--- src/rtl/byte_uart_pkg.sv ---
package byte_uart_pkg;
  localparam int DIV_W      = 21;
  localparam int FRAME_BITS = 8;
  localparam int CTRL_W     = 6;
  localparam int FLAG_W     = 4;
  localparam logic [DIV_W-1:0] MIN_DIV = DIV_W'(16);

  localparam int OFF_DATA  = 'h00;
  localparam int OFF_STATE = 'h04;
  localparam int OFF_CTRL  = 'h08;
  localparam int OFF_INT   = 'h0C;
  localparam int OFF_DIV   = 'h10;

  typedef struct packed {
    logic                  txStart;
    logic [FRAME_BITS-1:0] txByte;
    logic                  rxEnable;
    logic [DIV_W-1:0]      bitDiv;
  } ctrlStrobe_t;

  typedef struct packed {
    logic                  txBusy;
    logic                  rxValid;
    logic [FRAME_BITS-1:0] rxByte;
  } dpStatus_t;
endpackage

--- src/rtl/byte_uart_regs.sv ---
module byte_uart_regs
  import byte_uart_pkg::*;
#(
  parameter int ADDR_W = 5,
  parameter int BUS_W  = 32
) (
  input  logic              clk,
  input  logic              rstN,
  input  logic [ADDR_W-1:0] busAddr,
  input  logic              busWe,
  input  logic              busRe,
  input  logic [BUS_W-1:0]  busWdata,
  output logic [BUS_W-1:0]  busRdata,
  output ctrlStrobe_t       strobe,
  input  dpStatus_t         status,
  output logic              irqTx,
  output logic              irqRx,
  output logic              irqOverrun
);
  logic [FRAME_BITS-1:0] txBuf, rxBuf;
  logic                  txFull, rxFull, txOv, rxOv;
  logic [CTRL_W-1:0]     ctrlReg;
  logic [FLAG_W-1:0]     intFlags, intSet, intClr;
  logic [DIV_W-1:0]      divReg;

  logic selData, selState, selCtrl, selInt, selDiv;
  assign selData  = busAddr == ADDR_W'(OFF_DATA);
  assign selState = busAddr == ADDR_W'(OFF_STATE);
  assign selCtrl  = busAddr == ADDR_W'(OFF_CTRL);
  assign selInt   = busAddr == ADDR_W'(OFF_INT);
  assign selDiv   = busAddr == ADDR_W'(OFF_DIV);

  logic dataWr, dataRd, stateWr, txStart, rxTake, rxLost;
  assign dataWr  = busWe & selData;
  assign dataRd  = busRe & selData;
  assign stateWr = busWe & selState;
  assign txStart = ctrlReg[0] & txFull & ~status.txBusy;
  assign rxTake  = status.rxValid & ~rxFull;
  assign rxLost  = status.rxValid & rxFull;

  assign intSet = {rxLost, dataWr & txFull, rxTake, txStart};
  assign intClr = (busWe & selInt) ? busWdata[FLAG_W-1:0] : '0;

  always_ff @(posedge clk or negedge rstN) begin
    if (!rstN) begin
      txBuf    <= '0;
      rxBuf    <= '0;
      txFull   <= 1'b0;
      rxFull   <= 1'b0;
      txOv     <= 1'b0;
      rxOv     <= 1'b0;
      ctrlReg  <= '0;
      intFlags <= '0;
      divReg   <= MIN_DIV;
    end else begin
      if (txStart) txFull <= 1'b0;
      if (dataWr && !txFull) begin
        txFull <= 1'b1;
        txBuf  <= busWdata[FRAME_BITS-1:0];
      end
      if (dataRd) rxFull <= 1'b0;
      if (rxTake) begin
        rxFull <= 1'b1;
        rxBuf  <= status.rxByte;
      end
      if (stateWr && busWdata[2]) txOv <= 1'b0;
      if (dataWr && txFull) txOv <= 1'b1;
      if (stateWr && busWdata[3]) rxOv <= 1'b0;
      if (rxLost) rxOv <= 1'b1;
      intFlags <= (intFlags & ~intClr) | intSet;
      if (busWe && selCtrl) ctrlReg <= busWdata[CTRL_W-1:0];
      if (busWe && selDiv)  divReg  <= busWdata[DIV_W-1:0];
    end
  end

  always_comb begin
    busRdata = '0;
    if (selData)  busRdata = BUS_W'(rxBuf);
    if (selState) busRdata = BUS_W'({rxOv, txOv, rxFull, txFull});
    if (selCtrl)  busRdata = BUS_W'(ctrlReg);
    if (selInt)   busRdata = BUS_W'(intFlags);
    if (selDiv)   busRdata = BUS_W'(divReg);
  end

  assign strobe.txStart  = txStart;
  assign strobe.txByte   = txBuf;
  assign strobe.rxEnable = ctrlReg[1];
  assign strobe.bitDiv   = (divReg < MIN_DIV) ? MIN_DIV : divReg;

  assign irqTx      = intFlags[0] & ctrlReg[2];
  assign irqRx      = intFlags[1] & ctrlReg[3];
  assign irqOverrun = (intFlags[2] & ctrlReg[4]) | (intFlags[3] & ctrlReg[5]);


  txOverrunSet_chk: assert property (@(posedge clk) disable iff (!rstN)
    (dataWr && txFull) |=> (txOv && intFlags[2]));


  txLaunchEnabled_chk: assert property (@(posedge clk) disable iff (!rstN)
    $rose(status.txBusy) |-> $past(ctrlReg[0]));


  rxCapture_chk: assert property (@(posedge clk) disable iff (!rstN)
    rxTake |=> (rxFull && rxBuf == $past(status.rxByte)));
endmodule

--- src/rtl/byte_uart_datapath.sv ---
module byte_uart_datapath
  import byte_uart_pkg::*;
(
  input  logic        clk,
  input  logic        rstN,
  input  ctrlStrobe_t strobe,
  input  logic        rxLine,
  output dpStatus_t   status,
  output logic        txLine
);
  localparam int TX_BITS = FRAME_BITS + 2;
  localparam int TXC_W   = $clog2(TX_BITS);
  localparam int RXC_W   = $clog2(FRAME_BITS);

  logic [DIV_W-1:0] lastTick, halfTick;
  assign lastTick = strobe.bitDiv - DIV_W'(1);
  assign halfTick = (strobe.bitDiv >> 1) - DIV_W'(1);

  // transmit shifter
  logic [TX_BITS-1:0] txShift;
  logic [DIV_W-1:0]   txCnt;
  logic [TXC_W-1:0]   txBit;
  logic               txBusy;

  always_ff @(posedge clk or negedge rstN) begin
    if (!rstN) begin
      txShift <= '1;
      txCnt   <= '0;
      txBit   <= '0;
      txBusy  <= 1'b0;
    end else if (!txBusy) begin
      if (strobe.txStart) begin
        txShift <= {1'b1, strobe.txByte, 1'b0};
        txCnt   <= '0;
        txBit   <= '0;
        txBusy  <= 1'b1;
      end
    end else if (txCnt >= lastTick) begin
      txCnt   <= '0;
      txShift <= {1'b1, txShift[TX_BITS-1:1]};
      if (txBit == TXC_W'(TX_BITS - 1)) txBusy <= 1'b0;
      else txBit <= txBit + TXC_W'(1);
    end else begin
      txCnt <= txCnt + DIV_W'(1);
    end
  end

  assign txLine = txBusy ? txShift[0] : 1'b1;

  // receive deserialiser
  typedef enum logic [1:0] {RX_IDLE, RX_START, RX_DATA, RX_STOP} rxState_t;
  rxState_t              rxState;
  logic                  rxS1, rxS2, rxPrev, rxValid;
  logic [DIV_W-1:0]      rxCnt;
  logic [RXC_W-1:0]      rxBit;
  logic [FRAME_BITS-1:0] rxShift;

  always_ff @(posedge clk or negedge rstN) begin
    if (!rstN) begin
      rxS1    <= 1'b1;
      rxS2    <= 1'b1;
      rxPrev  <= 1'b1;
      rxState <= RX_IDLE;
      rxCnt   <= '0;
      rxBit   <= '0;
      rxShift <= '0;
      rxValid <= 1'b0;
    end else begin
      rxS1    <= rxLine;
      rxS2    <= rxS1;
      rxPrev  <= rxS2;
      rxValid <= 1'b0;
      if (!strobe.rxEnable) begin
        rxState <= RX_IDLE;
      end else begin
        unique case (rxState)
          RX_IDLE: if (rxPrev && !rxS2) begin
            rxState <= RX_START;
            rxCnt   <= '0;
          end
          RX_START: if (rxCnt >= halfTick) begin
            rxCnt   <= '0;
            rxBit   <= '0;
            rxState <= rxS2 ? RX_IDLE : RX_DATA;
          end else rxCnt <= rxCnt + DIV_W'(1);
          RX_DATA: if (rxCnt >= lastTick) begin
            rxCnt   <= '0;
            rxShift <= {rxS2, rxShift[FRAME_BITS-1:1]};
            if (rxBit == RXC_W'(FRAME_BITS - 1)) rxState <= RX_STOP;
            else rxBit <= rxBit + RXC_W'(1);
          end else rxCnt <= rxCnt + DIV_W'(1);
          RX_STOP: if (rxCnt >= lastTick) begin
            rxCnt   <= '0;
            rxValid <= rxS2;
            rxState <= RX_IDLE;
          end else rxCnt <= rxCnt + DIV_W'(1);
          default: rxState <= RX_IDLE;
        endcase
      end
    end
  end

  assign status.txBusy  = txBusy;
  assign status.rxValid = rxValid;
  assign status.rxByte  = rxShift;


  startBitLow_chk: assert property (@(posedge clk) disable iff (!rstN)
    $rose(txBusy) |-> !txLine);


  stopHigh_chk: assert property (@(posedge clk) disable iff (!rstN)
    rxValid |-> $past(rxS2));


  divFloor_chk: assert property (@(posedge clk) disable iff (!rstN)
    strobe.bitDiv >= MIN_DIV);
endmodule

--- src/rtl/byte_uart.sv ---
module byte_uart
  import byte_uart_pkg::*;
#(
  parameter int ADDR_W = 5,
  parameter int BUS_W  = 32
) (
  input  logic              clk,
  input  logic              rstN,
  input  logic [ADDR_W-1:0] busAddr,
  input  logic              busWe,
  input  logic              busRe,
  input  logic [BUS_W-1:0]  busWdata,
  output logic [BUS_W-1:0]  busRdata,
  output logic              txLine,
  input  logic              rxLine,
  output logic              irqTx,
  output logic              irqRx,
  output logic              irqOverrun
);
  ctrlStrobe_t strobe;
  dpStatus_t   status;

  byte_uart_regs #(.ADDR_W(ADDR_W), .BUS_W(BUS_W)) regsInst (
    .clk(clk), .rstN(rstN), .busAddr(busAddr), .busWe(busWe), .busRe(busRe),
    .busWdata(busWdata), .busRdata(busRdata), .strobe(strobe), .status(status),
    .irqTx(irqTx), .irqRx(irqRx), .irqOverrun(irqOverrun)
  );

  byte_uart_datapath dpInst (
    .clk(clk), .rstN(rstN), .strobe(strobe), .rxLine(rxLine),
    .status(status), .txLine(txLine)
  );
endmodule

--- config.mk ---
export PLATFORM = sky130hd
export DESIGN_NAME = byte_uart
export DESIGN_NICKNAME = d
export VERILOG_FILES = /design/src/rtl/byte_uart_pkg.sv /design/src/rtl/byte_uart_regs.sv /design/src/rtl/byte_uart_datapath.sv /design/src/rtl/byte_uart.sv
export SDC_FILE = /design/constraint.sdc
export NUM_CORES = 1
export LEC_CHECK = 0
export ABC_AREA = 1
export BUFFER_PORTS_ARGS = -buffer_cell sky130_fd_sc_hd__buf_2
export CAP_MARGIN = 25
export CORE_MARGIN = 4
export CORE_UTILIZATION = 56
export CTS_CLUSTER_DIAMETER = 60
export CTS_CLUSTER_SIZE = 20
export DETAILED_ROUTE_END_ITERATION = 7
export PLACE_DENSITY = 0.85
export SETUP_SLACK_MARGIN = 0.15
export SLEW_MARGIN = 20
export SYNTH_ARGS = -nofsm -noshare
export SYNTH_HDL_FRONTEND = slang
export SYNTH_SLANG_ARGS = --single-unit
--- constraint.sdc ---
create_clock -name clk -period 6.7 [get_ports clk]
set_clock_uncertainty 0.15 [all_clocks]
set_input_delay 1.34 -clock clk [delete_from_list [all_inputs] [get_ports clk]]
set_output_delay 1.34 -clock clk [all_outputs]
set_load 0.01 [all_outputs]
### Word level (Yosys, flattened, before mapping)

Index checks and enable logic that the tools add are counted.

* flip-flop bits (word level): 125
* word-level logic and storage cells: 143
* output and inout bits: 36
* bits of input ports: 42

* equality and inequality tests: 20
* bitwise gates (word level): 19
* multiplexer cells: 49
* add/sub/neg operators: 6
* reduce and logical (&&, ||, !) cells: 24
* $lt $le $gt $ge: 4

Operator list (count)
* $mux 21: 8
* $ge 21x21->1: 3
* $pmux 21 s3: 1
* $add 21x1->21 const B: 2
* $mux 8: 4
* $mux 10: 3
* $lt 21x5->1 const B: 1
* $sub 20x1->21 const B: 1
* $sub 21x1->21 const B: 1
* $mux 4: 5
* $mux 1: 16
* $ne 3x2->1 const B: 5
* $mux 2: 7
* $and 1x1->1: 13
* $reduce_bool 2->1: 6
* $eq 5x4->1 const B: 2
* $reduce_and 5->1: 2
* $mux 3: 3
* $pmux 2 s4: 1
* $logic_and 1x1->1: 7
* $ne 2x1->1 const B: 3
* $ne 2x2->1 const B: 3
* $pmux 3 s2: 1
* $reduce_and 3->1: 2
* other kinds (18): 22

### Logic depth before layout (Yosys ltp)

* depth after elaboration: 7
* mapped depth: 34
* depth with buffers taken out: 33

### By module

From an unflattened synthesis, not the netlist that was laid out.

* cell total of the unflattened synthesis: 1163
* area, all modules: 8914.8 µm²

Modules (own cells, without submodules)
* byte_uart_datapath: seq. area each 1841.8 µm², instances 1, cells an instance 836, area an instance 6223.5 µm²
* byte_uart_regs: seq. area each 1277.5 µm², instances 1, cells an instance 327, area an instance 2691.3 µm²

### Least setup slack after synthesis

Ideal clock, no wire load.

* kind: input to output
* start point: in busAddr[1]
* end point: out busRdata[1]
* stages on the path: 5
* path slack: 2761 ps
* buffers on the path: 0
* data required time: 5210 ps
* arrival: 2449 ps
* cell sequence: nor2_1 > inv_1 > nor4_1 > a21oi_1 > o211ai_1

* longest elaborated chain between the ends: 6
* elaborated cells on any way between the ends: 10
* those cells by class: 4 x eq/ne; 5 x mux; 1 x reduce/logical

Ends and longest elaborated chain
* from (decl): line byte_uart.sv:9 `input logic [ADDR_W-1:0] busAddr,`
* $logic_not 5->1: line byte_uart_regs.sv:27 `assign selData = busAddr == ADDR_W'(OFF_DATA);`
* $mux 8: line byte_uart_regs.sv:78 `if (selData) busRdata = BUS_W'(rxBuf);`
* $mux 8: line byte_uart_regs.sv:79 `if (selState) busRdata = BUS_W'({rxOv, txOv, rxFull, txFull});`
* $mux 8: line byte_uart_regs.sv:80 `if (selCtrl) busRdata = BUS_W'(ctrlReg);`
* $mux 8: line byte_uart_regs.sv:81 `if (selInt) busRdata = BUS_W'(intFlags);`
* $mux 21 *: line byte_uart_regs.sv:82 `if (selDiv) busRdata = BUS_W'(divReg);`
* to (decl): line byte_uart.sv:13 `output logic [BUS_W-1:0] busRdata,`

Every way passes the cells marked *; elsewhere a longest branch is shown, timed or not.

### Final worst setup path

* start point: reg regsInst.divReg[18]
* end point: reg dpInst.txShift[6]

* longest elaborated chain between the ends: 6

Ends and longest elaborated chain
* from (decl): line byte_uart_regs.sv:24 `logic [DIV_W-1:0] divReg;`
* from (signal assigned): line byte_uart_regs.sv:72 `if (busWe && selDiv) divReg <= busWdata[DIV_W-1:0];`
* $lt 21x5->1: line byte_uart_regs.sv:88 `assign strobe.bitDiv = (divReg < MIN_DIV) ? MIN_DIV : divReg;`
* $mux 21 *: line byte_uart_regs.sv:88
* $sub 21x1->21 *: line byte_uart_datapath.sv:16 `assign lastTick = strobe.bitDiv - DIV_W'(1);`
* $ge 21x21->1 *: line byte_uart_datapath.sv:38 `end else if (txCnt >= lastTick) begin`
* $ne 2x2->1 (no line) *
* $reduce_and 2->1 (no line) *
* to (signal assigned): line byte_uart_datapath.sv:33 `txShift <= {1'b1, strobe.txByte, 1'b0};`
* to (signal assigned): line byte_uart_datapath.sv:40 `txShift <= {1'b1, txShift[TX_BITS-1:1]};`
* to (decl): line byte_uart_datapath.sv:20 `logic [TX_BITS-1:0] txShift;`

Marks and branches as above.
A chain may end at the register's enable or synchronous reset.

==> qor.yml <==
outcome: "completed"
final_nets: 1263
rows: 45
hold_viol: 0
wl_mm: 22.7
slowest_delay_ps: 450
drv_cap: 0
netlist_top_cells_area: "dfrtp_1, nand2_1, ha_1, inv_1, xor2_1"
cts_buffers: 17
yosysSeqAreaShare_pct: 36.3
final.setup.worst_slack_ps: 1150
rsz0062_at_grt: "false"
cts_root_buffer: "clkbuf_16"
core_sq_um: 15100
reg2reg_from: "regsInst.divReg[18]"
ctsHoldBuffers: 0
layout-drive-gt1-share_pct: 16.4
async_flop_share_pct: 100
hold_path_class: "reg2reg"
clkSlewWorstSetupHoldPaths_ps: 60
synth_cell_types: 53
synth_edf_count: 0
powerDensity_nw_per_um2: 290
worstSetupEndpoint: "dpInst.txShift[6]"
worstPathRequired_ps: 6910
dieWidth_microns: 132
cts_htree_levels: 4
syn2layout_area_growth_pct: 11.4
dr.pass1.iters: 5
synthTopCellsByCount: "nand2_1, inv_1, dfrtp_1, nor2_1, nand3_1"
antenna_found_initial: 0
post-route-util_pct: 63.3
setup_tns_ps: 0
yosysMostFrequentCell: "nand2_1"
synth-main-ff-cell: "dfrtp_1"
synth_area_leader_cell: "dfrtp_1"
clk_path_buf_depth: 2
rrSetupSlack_ps: 1150
cpMostUsedCell: "nand2_1"
routabilityCongestion: 0.962
cts_resized: 0
cts_setup_buffers: 0
slew_viol_final: 0
slew_headroom_pct: 38.0
ys_warn_count: 0
power.leakage_nw: 4.96
ant_nets: 0
finalSetupViolCount: 0
boundaryPins: 78
ir_drop_uv: 185
crit_type: "reg2reg"
cp_max_fo: 23
gr-total-overflow: 0
routedWlPerCell_microns: 16.7
end_kind: "flop"
initial_utilization_pct: 56.8
drc: 0
worstPathArrival_ps: 5760
cts_tree: "done"
grt_start_max_net_pins: 67
port_buffers: 55
crit_path_start_kind: "flop"
dp_slack_ps: 1420
grt_usage_pct: 26.6
dr_total_vias: 7877
viasPerCell: 5.80
worst_pin_slew_ps: 928
min_period_over_period_pct: 82.8
crit_start: "regsInst.divReg[18]"
synth-seq-cells: 124
rr_worst_depth: 29
syn_area_sq_um: 8600
worstSkewPairLatency_ps: 430
grt_pass1_vias: 7568
cts.sinks: 124
hpwl_mm: 16.8
rr_endpoint: "dpInst.txShift[6]"
syn_area_per_cell_sq_um: 7.80
synth_top_area_share_pct: 32.3
n_antenna_cell: 0
dieArea_sq_um: 17400
syn_inst: 1103
grt_pass1_wl_mm: 37.6
drt_iter0_markers: 697
crit_slowest_cell: "nand3_2"
chipHeight_microns: 132
postPlaceCellArea_sq_um: 8960
holdWs_ps: 223
design_area_sq_um: 9580
max_freq_mhz: 180
period_minus_slack_ps: 5550
final cells by class:
type	instances	area (sq um)
fillers	1235	5560
inverters	154	578
well taps	188	235
multi-input cells	804	4740
clock inverters	14	185
flip-flops and latches	124	3120
repair buffers	57	293
clock buffers	18	429
cells in the final DEF, fill, tap and decap left out, drive strengths merged, types with 3 or more instances in the layout:
cell type and count:
ha 63, a21o 3, bufinv 3, nand2 246
or2 8, mux2i 7, o22ai 22, a21oi 49
nor4 8, dfrtp 111, dfstp 13, clkinvlp 3
and3 3, o221ai 3, clkinv 4, nor3 22
conb 12, inv 158, o21ai 79, nand4 25
nand3 77, nor2 106, buf 57, o211ai 3
xnor2 3, clkbuf 18, xor2 51
power breakdown:
| part | total [mW] | internal, mW | switching, mW |
|---|---|---|---|
| clock | 0.966 | 0.593 | 0.373 |
| sequential | 1.03 | 0.885 | 0.141 |
| combinational | 0.789 | 0.282 | 0.508 |
layer usage:
| metal | wire length [microns] | up-vias | part of all wire, % | track usage (%) |
|---|---|---|---|---|
| met2 | 10600 | 379 | 47 | 42.5 |
| met4 | 880 | 0 | 3.9 | 11.5 |
| met5 | 0 | - | 0 | 0 |
| met1 | 9460 | 3712 | 42 | 35.3 |
| li1 | - | 3719 | - | - |
| met3 | 1750 | 67 | 7.7 | 5.23 |
worst min path at each step:
stage / end / start / slack (ps) / cells past startpoint
3_3_place_gp: dpInst.rxS2 / dpInst.rxS1 / 210 / 0
6_report: dpInst.rxS2 / dpInst.rxS1 / 220 / 0
3_5_place_dp: dpInst.rxS2 / dpInst.rxS1 / 210 / 0
4_1_cts: dpInst.rxS2 / dpInst.rxS1 / 230 / 0
2_1_floorplan: dpInst.rxS2 / dpInst.rxS1 / 200 / 0
5_1_grt: dpInst.rxS2 / dpInst.rxS1 / 230 / 0
per-stage QoR:
stage	cells	power, mW
6_report	1359	2.78
5_1_grt	1359	2.94
4_1_cts	1359	2.77
3_5_place_dp	1327	1.80
3_3_place_gp	1327	1.76
2_1_floorplan	1113	1.58
sequential cells by signal, summed over array words and instances (netlist names):
name               count
dpInst.rxCnt          21
dpInst.txCnt          21
regsInst.divReg       21
dpInst.txShift         9
dpInst.rxShift         8
regsInst.rxBuf         8
regsInst.txBuf         8
regsInst.ctrlReg       6
dpInst.txBit           4
regsInst.intFlags      4
dpInst.rxBit           3
dpInst.rxState         2
dpInst.rxPrev          1
dpInst.rxS1            1
dpInst.rxS2            1
dpInst.rxValid         1
dpInst.txBusy          1
regsInst.rxFull        1
regsInst.rxOv          1
regsInst.txFull        1
regsInst.txOv          1
cell families (layout without fill, tap and decap cells):
group	after synthesis	count (layout)	share of synthesized area (%)
and+or+nand+nor	500	500	27.7
buffers and inverters	185	243	9.12
adders and majority gates	63	63	9.16
muxes	7	7	0.815
DFF	124	124	36.3
xor gates and xnor gates	54	54	5.50
other	2	12	0.0873
AOI/OAI and AO/OA	168	168	11.4
worst max-delay path, delay by kind of cell, from the launching register on:
| kind | cells | cell delay [ps] |
|---|---|---|
| and+or+nand+nor | 17 | 2660 |
| AOI/OAI and AO/OA | 5 | 740 |
| adders and majority gates | 2 | 700 |
| DFF | 1 | 430 |
| buffers and inverters | 4 | 430 |
| xor gates and xnor gates | 1 | 350 |
No activity file was read; power rests on OpenSTA's default activity.
